===== src/rtl/pio_pkg.sv =====
package pio_pkg;
  localparam int PW = 8;

  typedef enum logic [1:0] {
    SEL_A   = 2'b00,
    SEL_B   = 2'b01,
    SEL_C   = 2'b10,
    SEL_CTL = 2'b11
  } sel_e;

  // configuration held from a mode word, bit-aligned with wdata[6:0]
  typedef struct packed {
    logic [1:0] a_mode;
    logic       a_in;
    logic       cu_in;
    logic       b_mode;
    logic       b_in;
    logic       cl_in;
  } cfg_t;

  localparam cfg_t CFG_RESET = '{a_mode: 2'b00, a_in: 1'b1, cu_in: 1'b1,
                                 b_mode: 1'b0, b_in: 1'b1, cl_in: 1'b1};

  // port C pin roles in handshake modes
  localparam int PC_A_STB  = 4;
  localparam int PC_A_FULL = 5;
  localparam int PC_A_ACK  = 6;
  localparam int PC_A_OBF  = 7;
  localparam int PC_B_HSI  = 2;
  localparam int PC_B_FLAG = 1;
endpackage


===== src/rtl/pio_ctl.sv =====
module pio_ctl
  import pio_pkg::*;
(
  input  logic          clk,
  input  logic          rst,
  input  logic          ctl_wr,
  input  logic          pc_wr,
  input  logic [PW-1:0] wdata,
  output cfg_t          cfg,
  output logic [PW-1:0] pc_lat,
  output logic          mode_set
);
  localparam int BW = $clog2(PW);

  assign mode_set = ctl_wr & wdata[PW-1];

  always_ff @(posedge clk) begin
    if (rst) begin
      cfg    <= CFG_RESET;
      pc_lat <= '0;
    end else if (mode_set) begin
      cfg    <= cfg_t'(wdata[PW-2:0]);
      pc_lat <= '0;
    end else if (ctl_wr) begin
      pc_lat[wdata[BW:1]] <= wdata[0];
    end else if (pc_wr) begin
      pc_lat <= wdata;
    end
  end
endmodule


===== src/rtl/pio_hsport.sv =====
module pio_hsport #(
  parameter int W = 8
) (
  input  logic         clk,
  input  logic         rst,
  input  logic         clr,
  input  logic         wr_en,
  input  logic         rd_en,
  input  logic         in_hs,
  input  logic         out_hs,
  input  logic         stb_n,
  input  logic         ack_n,
  input  logic [W-1:0] wdata,
  input  logic [W-1:0] pins,
  output logic [W-1:0] out_lat,
  output logic [W-1:0] in_lat,
  output logic         ibf,
  output logic         obf_n
);
  logic stb_q, ack_q;
  logic stb_fall, ack_fall;

  assign stb_fall = stb_q & ~stb_n;
  assign ack_fall = ack_q & ~ack_n;

  always_ff @(posedge clk) begin
    if (rst) begin
      stb_q   <= 1'b1;
      ack_q   <= 1'b1;
      out_lat <= '0;
      in_lat  <= '0;
      ibf     <= 1'b0;
      obf_n   <= 1'b1;
    end else begin
      stb_q <= stb_n;
      ack_q <= ack_n;
      if (clr) begin
        out_lat <= '0;
        ibf     <= 1'b0;
        obf_n   <= 1'b1;
      end else begin
        if (wr_en) begin
          out_lat <= wdata;
          if (out_hs) obf_n <= 1'b0;
        end else if (ack_fall && out_hs) begin
          obf_n <= 1'b1;
        end
        if (stb_fall && in_hs) begin
          in_lat <= pins;
          ibf    <= 1'b1;
        end else if (rd_en && in_hs) begin
          ibf <= 1'b0;
        end
      end
    end
  end
endmodule


===== src/rtl/tri_port_pio.sv =====
module tri_port_pio
  import pio_pkg::*;
(
  input  logic          clk,
  input  logic          rst,
  input  logic          cs,
  input  logic          rd,
  input  logic          wr,
  input  logic [1:0]    addr,
  input  logic [PW-1:0] wdata,
  output logic [PW-1:0] rdata,
  input  logic [PW-1:0] pa_in,
  output logic [PW-1:0] pa_out,
  output logic          pa_oe,
  input  logic [PW-1:0] pb_in,
  output logic [PW-1:0] pb_out,
  output logic          pb_oe,
  input  logic [PW-1:0] pc_in,
  output logic [PW-1:0] pc_out,
  output logic [PW-1:0] pc_oe
);
  localparam int HN = PW / 2;

  cfg_t          cfg;
  logic [PW-1:0] pc_lat, in_a, in_b;
  logic          mode_set;
  logic          rd_hit, wr_hit;
  logic          a_m2, a_in_hs, a_out_hs, b_in_hs, b_out_hs;
  logic          ibf_a, obf_n_a, ibf_b, obf_n_b;
  logic          a_ack_q;
  logic [PW-1:0] rd_mux;

  assign rd_hit = cs & rd;
  assign wr_hit = cs & wr;

  always_comb begin
    a_m2     = cfg.a_mode[1];
    a_in_hs  = a_m2 | (cfg.a_mode == 2'b01 &&  cfg.a_in);
    a_out_hs = a_m2 | (cfg.a_mode == 2'b01 && !cfg.a_in);
    b_in_hs  = cfg.b_mode &  cfg.b_in;
    b_out_hs = cfg.b_mode & ~cfg.b_in;
  end

  pio_ctl u_ctl (
    .clk      (clk),
    .rst      (rst),
    .ctl_wr   (wr_hit && addr == SEL_CTL),
    .pc_wr    (wr_hit && addr == SEL_C),
    .wdata    (wdata),
    .cfg      (cfg),
    .pc_lat   (pc_lat),
    .mode_set (mode_set)
  );

  pio_hsport #(.W(PW)) u_port_a (
    .clk     (clk),
    .rst     (rst),
    .clr     (mode_set),
    .wr_en   (wr_hit && addr == SEL_A),
    .rd_en   (rd_hit && addr == SEL_A),
    .in_hs   (a_in_hs),
    .out_hs  (a_out_hs),
    .stb_n   (pc_in[PC_A_STB]),
    .ack_n   (pc_in[PC_A_ACK]),
    .wdata   (wdata),
    .pins    (pa_in),
    .out_lat (pa_out),
    .in_lat  (in_a),
    .ibf     (ibf_a),
    .obf_n   (obf_n_a)
  );

  pio_hsport #(.W(PW)) u_port_b (
    .clk     (clk),
    .rst     (rst),
    .clr     (mode_set),
    .wr_en   (wr_hit && addr == SEL_B),
    .rd_en   (rd_hit && addr == SEL_B),
    .in_hs   (b_in_hs),
    .out_hs  (b_out_hs),
    .stb_n   (pc_in[PC_B_HSI]),
    .ack_n   (pc_in[PC_B_HSI]),
    .wdata   (wdata),
    .pins    (pb_in),
    .out_lat (pb_out),
    .in_lat  (in_b),
    .ibf     (ibf_b),
    .obf_n   (obf_n_b)
  );

  // sampled acknowledge gates the bidirectional driver
  always_ff @(posedge clk) begin
    if (rst) a_ack_q <= 1'b1;
    else     a_ack_q <= pc_in[PC_A_ACK];
  end

  assign pa_oe = a_m2 ? ~a_ack_q : ~cfg.a_in;
  assign pb_oe = ~cfg.b_in;

  // port C: nibble directions, overridden by handshake pin roles
  always_comb begin
    pc_oe  = {{HN{~cfg.cu_in}}, {HN{~cfg.cl_in}}};
    pc_out = pc_lat;
    if (a_in_hs) begin
      pc_oe[PC_A_STB]   = 1'b0;
      pc_oe[PC_A_FULL]  = 1'b1;
      pc_out[PC_A_FULL] = ibf_a;
    end
    if (a_out_hs) begin
      pc_oe[PC_A_ACK]  = 1'b0;
      pc_oe[PC_A_OBF]  = 1'b1;
      pc_out[PC_A_OBF] = obf_n_a;
    end
    if (cfg.b_mode) begin
      pc_oe[PC_B_HSI]   = 1'b0;
      pc_oe[PC_B_FLAG]  = 1'b1;
      pc_out[PC_B_FLAG] = cfg.b_in ? ibf_b : obf_n_b;
    end
  end

  always_comb begin
    unique case (sel_e'(addr))
      SEL_A:   rd_mux = a_in_hs ? in_a : (cfg.a_in ? pa_in : pa_out);
      SEL_B:   rd_mux = b_in_hs ? in_b : (cfg.b_in ? pb_in : pb_out);
      SEL_C:   rd_mux = (pc_oe & pc_out) | (~pc_oe & pc_in);
      default: rd_mux = '0;
    endcase
  end

  always_ff @(posedge clk) begin
    if (rst)         rdata <= '0;
    else if (rd_hit) rdata <= rd_mux;
  end
endmodule


===== config.mk =====
export PLATFORM = sky130hd
export DESIGN_NAME = tri_port_pio
export DESIGN_NICKNAME = d
export VERILOG_FILES = /design/src/rtl/pio_pkg.sv /design/src/rtl/pio_ctl.sv /design/src/rtl/pio_hsport.sv /design/src/rtl/tri_port_pio.sv
export SDC_FILE = /design/constraint.sdc
export NUM_CORES = 1
export LEC_CHECK = 0
export BUFFER_PORTS_ARGS = -buffer_cell sky130_fd_sc_hd__buf_2
export CAP_MARGIN = 20
export CORE_MARGIN = 4
export CORE_UTILIZATION = 51
export CTS_BUF_LIST = sky130_fd_sc_hd__clkbuf_8
export DETAILED_ROUTE_END_ITERATION = 10
export GPL_TIMING_DRIVEN = 0
export MAX_ROUTING_LAYER = met4
export PLACE_DENSITY = 0.75
export SYNTH_ARGS = -nofsm -noshare
export SYNTH_HDL_FRONTEND = slang
export SYNTH_HIERARCHICAL = 1
export SYNTH_SLANG_ARGS = --single-unit

===== constraint.sdc =====
create_clock -name clk -period 2.6 [get_ports clk]
set_clock_uncertainty 0.2 [all_clocks]
set_input_delay 0.39 -clock clk [delete_from_list [all_inputs] [get_ports clk]]
set_output_delay 0.39 -clock clk [all_outputs]
set_load 0.03 [all_outputs]

; After elaboration in Yosys (flattened, before gate mapping)
; Index checks and enable logic that the tools add are counted.
[op_classes]
n_eq_ne = 6
muxes = 28
bitwise = 23
reduce_logical = 27
order_cmp = 2
[ops]
columns = cell, count
row1 = 8-bit 2-to-1 mux, 6
row2 = 8-bit one-hot mux with 3 select lines, 1
row3 = 8-bit AND, 2
row4 = 1-bit 2-to-1 mux, 16
row5 = 1-bit logical AND, 15
row6 = 2-bit nonzero test, 5
row7 = 1-bit inverter, 9
row8 = 1-bit AND, 8
row9 = 8-bit bitwise mux, 1
row10 = 8-bit inverter, 1
row11 = 8-bit bitwise OR, 1
row12 = 2-bit AND reduction, 4
row13 = 2-bit 2-to-1 mux, 3
row14 = "2-bit by 1-bit equality test with 1-bit output, second input constant", 2
row15 = "2-bit equality test, second input constant", 2
row16 = "3-bit by 4-bit less-than comparator with 1-bit output, second input constant", 1
row17 = "2-bit != test, second input constant", 2
row18 = 1-bit demux with 3-bit select, 1
row19 = "3-bit by 1-bit greater-or-equal comparator with 1-bit output, second input constant", 1
row20 = 2-bit zero test, 1
row21 = 1-bit bitwise OR, 2
row22 = 2-bit OR reduction, 1
row23 = 1-bit zero test, 1
[totals]
out_inout_bits = 42
input_bits = 39
word_cells = 105
regBits = 62

; Logic depth before layout (Yosys ltp)
[logic_depth]
word_depth = 8
ltp_mapped = 10
ltp_nobuf = 6

; Cells and area by module
; Netlist, hierarchy kept.
[modules_own_cells]
columns = mod, area_per_inst_um2, n_inst, seq_area_each_um2, cells_per_inst
row1 = pio_hsport, 807.0, 2, 400.4, 76
row2 = tri_port_pio, 1189.9, 1, 180.2, 162
row3 = pio_ctl, 748.2, 1, 300.3, 90

; Least setup slack after synthesis
; OpenSTA, ideal clock, no wires.
[synth_path]
path_kind = input-to-reg
from = in addr[0]
to = reg u_port_b.in_lat[0]
path_stages = 10
arrival_ns = 1.814
path_buffers = 4
slack_ns = 0.467
setup_ns = 0.119
required_ns = 2.281
path_cell_list = buf_2 nand2_1 nor2_1 buf_6 buf_2 nand2_2 inv_1 and4bb_1 buf_6 mux2i_1
[synth_between]
elab_chain_cells = 5
[synth_lines]
columns = element, line_no
row1 = "start, declared", tri_port_pio.sv:9  ; input logic [1:0] addr,
row2 = 2-bit equality test, tri_port_pio.sv:47  ; .ctl_wr (wr_hit && addr == SEL_CTL),
row3 = 1-bit logical AND, tri_port_pio.sv:47
row4 = 1-bit AND, pio_ctl.sv:15  ; assign mode_set = ctl_wr & wdata[PW-1];
row5 = via mode_set, tri_port_pio.sv:26  ; logic mode_set;
row6 = 1-bit inverter (no source line), --
row7 = 2-bit AND reduction (no source line), --
row8 = "end signal, assigned", pio_hsport.sv:49  ; in_lat <= pins;
row9 = "end, declared", pio_hsport.sv:16  ; output logic [W-1:0] in_lat,
; The timed path passes the listed nets, and every way through them passes these cells.
; A chain may end at the register's enable or synchronous reset.

; Worst setup path in the final report
[layout_path]
from = reg u_ctl/cfg[6] (netlist name)
to = out pc_out[5]
[layout_between]
elab_chain_cells = 4
[layout_lines]
columns = element, line_no
row1 = 2-bit by 1-bit equality test with 1-bit output, tri_port_pio.sv:38  ; a_in_hs = a_m2 | (cfg.a_mode == 2'b01 && cfg.a_in);
row2 = 1-bit logical AND, tri_port_pio.sv:38
row3 = 1-bit bitwise OR (*), tri_port_pio.sv:38
row4 = 1-bit 2-to-1 mux (*), tri_port_pio.sv:104  ; if (a_in_hs) begin
row5 = "end, declared", tri_port_pio.sv:19  ; output logic [PW-1:0] pc_out,
; Every way passes the cells marked *; elsewhere a longest branch is shown, timed or not.

==> flow_summary.json <==
{
  "coreArea_sq_um": 6794,
  "worstSetupPathType": "reg2out",
  "std_cell_rows": 30,
  "num_io_pins": 81,
  "cp.required_ns": 2.01,
  "leakagePower_nw": 1.807,
  "drc": 0,
  "cts_tree": "built",
  "first_global_vias": 3219,
  "port_buffers": 79,
  "pre_cts_slack_ns": -0.06702,
  "avgSynthCellArea_sq_um": 8.792,
  "worst_slack_ns": 0.1694,
  "grt_pass1_wl_mm": 15.97,
  "start_util_pct": 52.28,
  "grt-busiest-layer": "met2",
  "totalWireLength_mm": 10.01,
  "ctsResizeCount": 0,
  "final_cell_mix": "buf_2 (91), dfxtp_1 (64), mux2i_1 (50), nor2_1 (40), nand2b_1 (38)",
  "antenna_found_initial": 0,
  "layout-drive-gt1-share_pct": 29.52,
  "final-setup-viol-count": 0,
  "tightestPinTransition_ns": 0.5028,
  "drtIter0Drc": 251,
  "ys.flop_type": "dfxtp_1",
  "cp.arrival_ns": 1.84,
  "final.hold.worst_slack_ns": 0.08916,
  "drv_cap": 0,
  "cts.sinks": 64,
  "vias_per_cell": 5.572,
  "ant_nets": 0,
  "die_width_um": 91.46,
  "clk_latency_ns": 0.35,
  "async_flop_share_pct": 0,
  "dieArea_sq_um": 8364,
  "grt_util_met3_pct": 5.385,
  "htree_num_levels": 3,
  "hold_viol": 0,
  "final_common_cell": "buf_2",
  "grt_overflow": 0,
  "status": "complete, no violations",
  "cts_hold_buf": 0,
  "root_buffer": "clkbuf_8",
  "dr.pass1.iters": 5,
  "fmax_ghz": 0.4114,
  "start_kind": "flip-flop",
  "grt_use_total_pct": 24.73,
  "yosysWarnings": 6,
  "clockBufferDepth": 2,
  "synth_cell_types": 65,
  "vias": 3310,
  "crit_fanout": 10,
  "cts_buffers": 9,
  "wl_per_cell_um": 16.85,
  "rsz0062_at_grt": "no",
  "ir_drop_uv": 255.5,
  "cp-end-kind": "primary output",
  "syn_nets": 443,
  "syn_to_final_growth_pct": 19.34,
  "power_density_nw_per_um2": 490.4,
  "syn_area_sq_um": 3552,
  "hpwlAfterDp_mm": 7.692,
  "use_met1_pct": 31.85,
  "drv_slew": 0,
  "grt_start_max_net_pins": 13,
  "path_clk_slew_ns": 0.08,
  "hp-class": "in2reg",
  "seq_area_frac_synth_pct": 36.07,
  "post_cts_buffers": 0,
  "grt_use_met2_pct": 37.86,
  "post-route-period-util_pct": 93.48,
  "slew-limit-headroom_pct": 66.17,
  "syn_inst": 404,
  "num-nets-final": 533,
  "min_period_ns": 2.431,
  "die_h_um": 91.46,
  "n_antenna_cell": 0,
  "synth_edf_count": 0,
  "synth-seq-cells": 64,
  "globalplace.congestion": 0.9686
}
[cells in the mapped netlist, drive strengths merged, types with 9 or more instances]
cell	number	share of area, %
o21ai	9	1.3
a21oi	22	3.2
inv	11	1.2
nand3	12	1.7
nand2b	39	7.1
nor2	41	4.4
mux2i	50	14
or2	10	1.8
nand2	31	3.3
dfxtp	64	36
nor3	9	2.0
buf	27	5.8
[power by group]
| group | internal [mW] | switching [mW] | leakage (nW) |
|---|---|---|---|
| clock network | 0.343 | 0.408 | 0.0735 |
| logic | 0.120 | 0.188 | 1.21 |
| registers | 1.00 | 0.0168 | 0.519 |
| total | 1.47 | 0.613 | 1.81 |
[sequential cells by signal, indices dropped and copies added, names as in the netlist]
register,flops
u_port_b/ack_q,1
u_port_b/stb_q,1
u_port_a/ibf,1
u_port_a/out_lat,8
u_port_a/obf_n,1
u_port_b/in_lat,8
u_port_b/out_lat,8
u_port_a/stb_q,1
u_port_a/ack_q,1
u_ctl/pc_lat,8
u_port_b/obf_n,1
u_port_a/in_lat,8
u_port_b/ibf,1
u_ctl/cfg,7
rdata,8
a_ack_q,1
[cell families (layout without fill, tap and decap cells)]
kind of cell           Yosys count  count (layout)  synth area share, %
and+or+nand+nor                170             170                26.42
DFF                             64              64                36.07
muxes                           52              52                14.72
buffers and inverters           44             138                7.890
AOI/OAI and AO/OA               74              74                14.90
[final cells by class]
type / instances / area, sq um
well taps: 96 / 120.1
plain buffers: 33 / 239.0
repair buffers: 79 / 395.4
clock inverters: 6 / 47.55
inverters: 11 / 41.29
flip-flops and latches: 64 / 1281
clock buffers: 9 / 123.9
multi-input cells: 296 / 1991
fillers: 602 / 2555
[critical path, stage by stage (launching register included)]
cell and delay (ns):
dfxtp_1 0.39, buf_6 0.18, a21oi_2 0.35, mux2_2 0.40, buf_2 0.18
[worst paths after layout]
check | slack (ns) | endpoint | start | cells past startpoint
setup reg to reg | 0.61 | u_port_b/in_lat[3]$_SDFFE_PP0P_ | u_ctl/cfg[1]$_SDFFE_PP1P_ | 6
hold / removal | 0.09 | u_port_a/stb_q$_SDFF_PP1_ | pc_in[4] | 2
setup / recovery | 0.17 | pc_out[5] | u_ctl/cfg[6]$_SDFFE_PP0P_ | 4
hold reg to reg | 0.27 | u_ctl/cfg[2]$_SDFFE_PP0P_ | u_ctl/cfg[2]$_SDFFE_PP0P_ | 2
[metal layers]
layer | share of wire (%) | vias up
met5 | 0 | -
met4 | 2.7 | 0
met3 | 6.3 | 22
met1 | 46 | 1554
li1 | - | 1603
met2 | 45 | 131
[metrics by stage]
stage | utilization, % | power (mW) | cells | area, sq um | TNS (ns)
floorplan | - | 1.235 | 404 | 3552 | 0
global route | 62.39 | 2.162 | 594 | 4239 | 0
detailed placement | 59.87 | 1.346 | 579 | 4068 | -0.8833
CTS | 62.39 | 2.089 | 594 | 4239 | 0
finish | 62.39 | 2.079 | 594 | 4239 | 0
global placement | 59.87 | 1.343 | 579 | 4068 | -1.001
No activity file was read; power rests on OpenSTA's default activity.
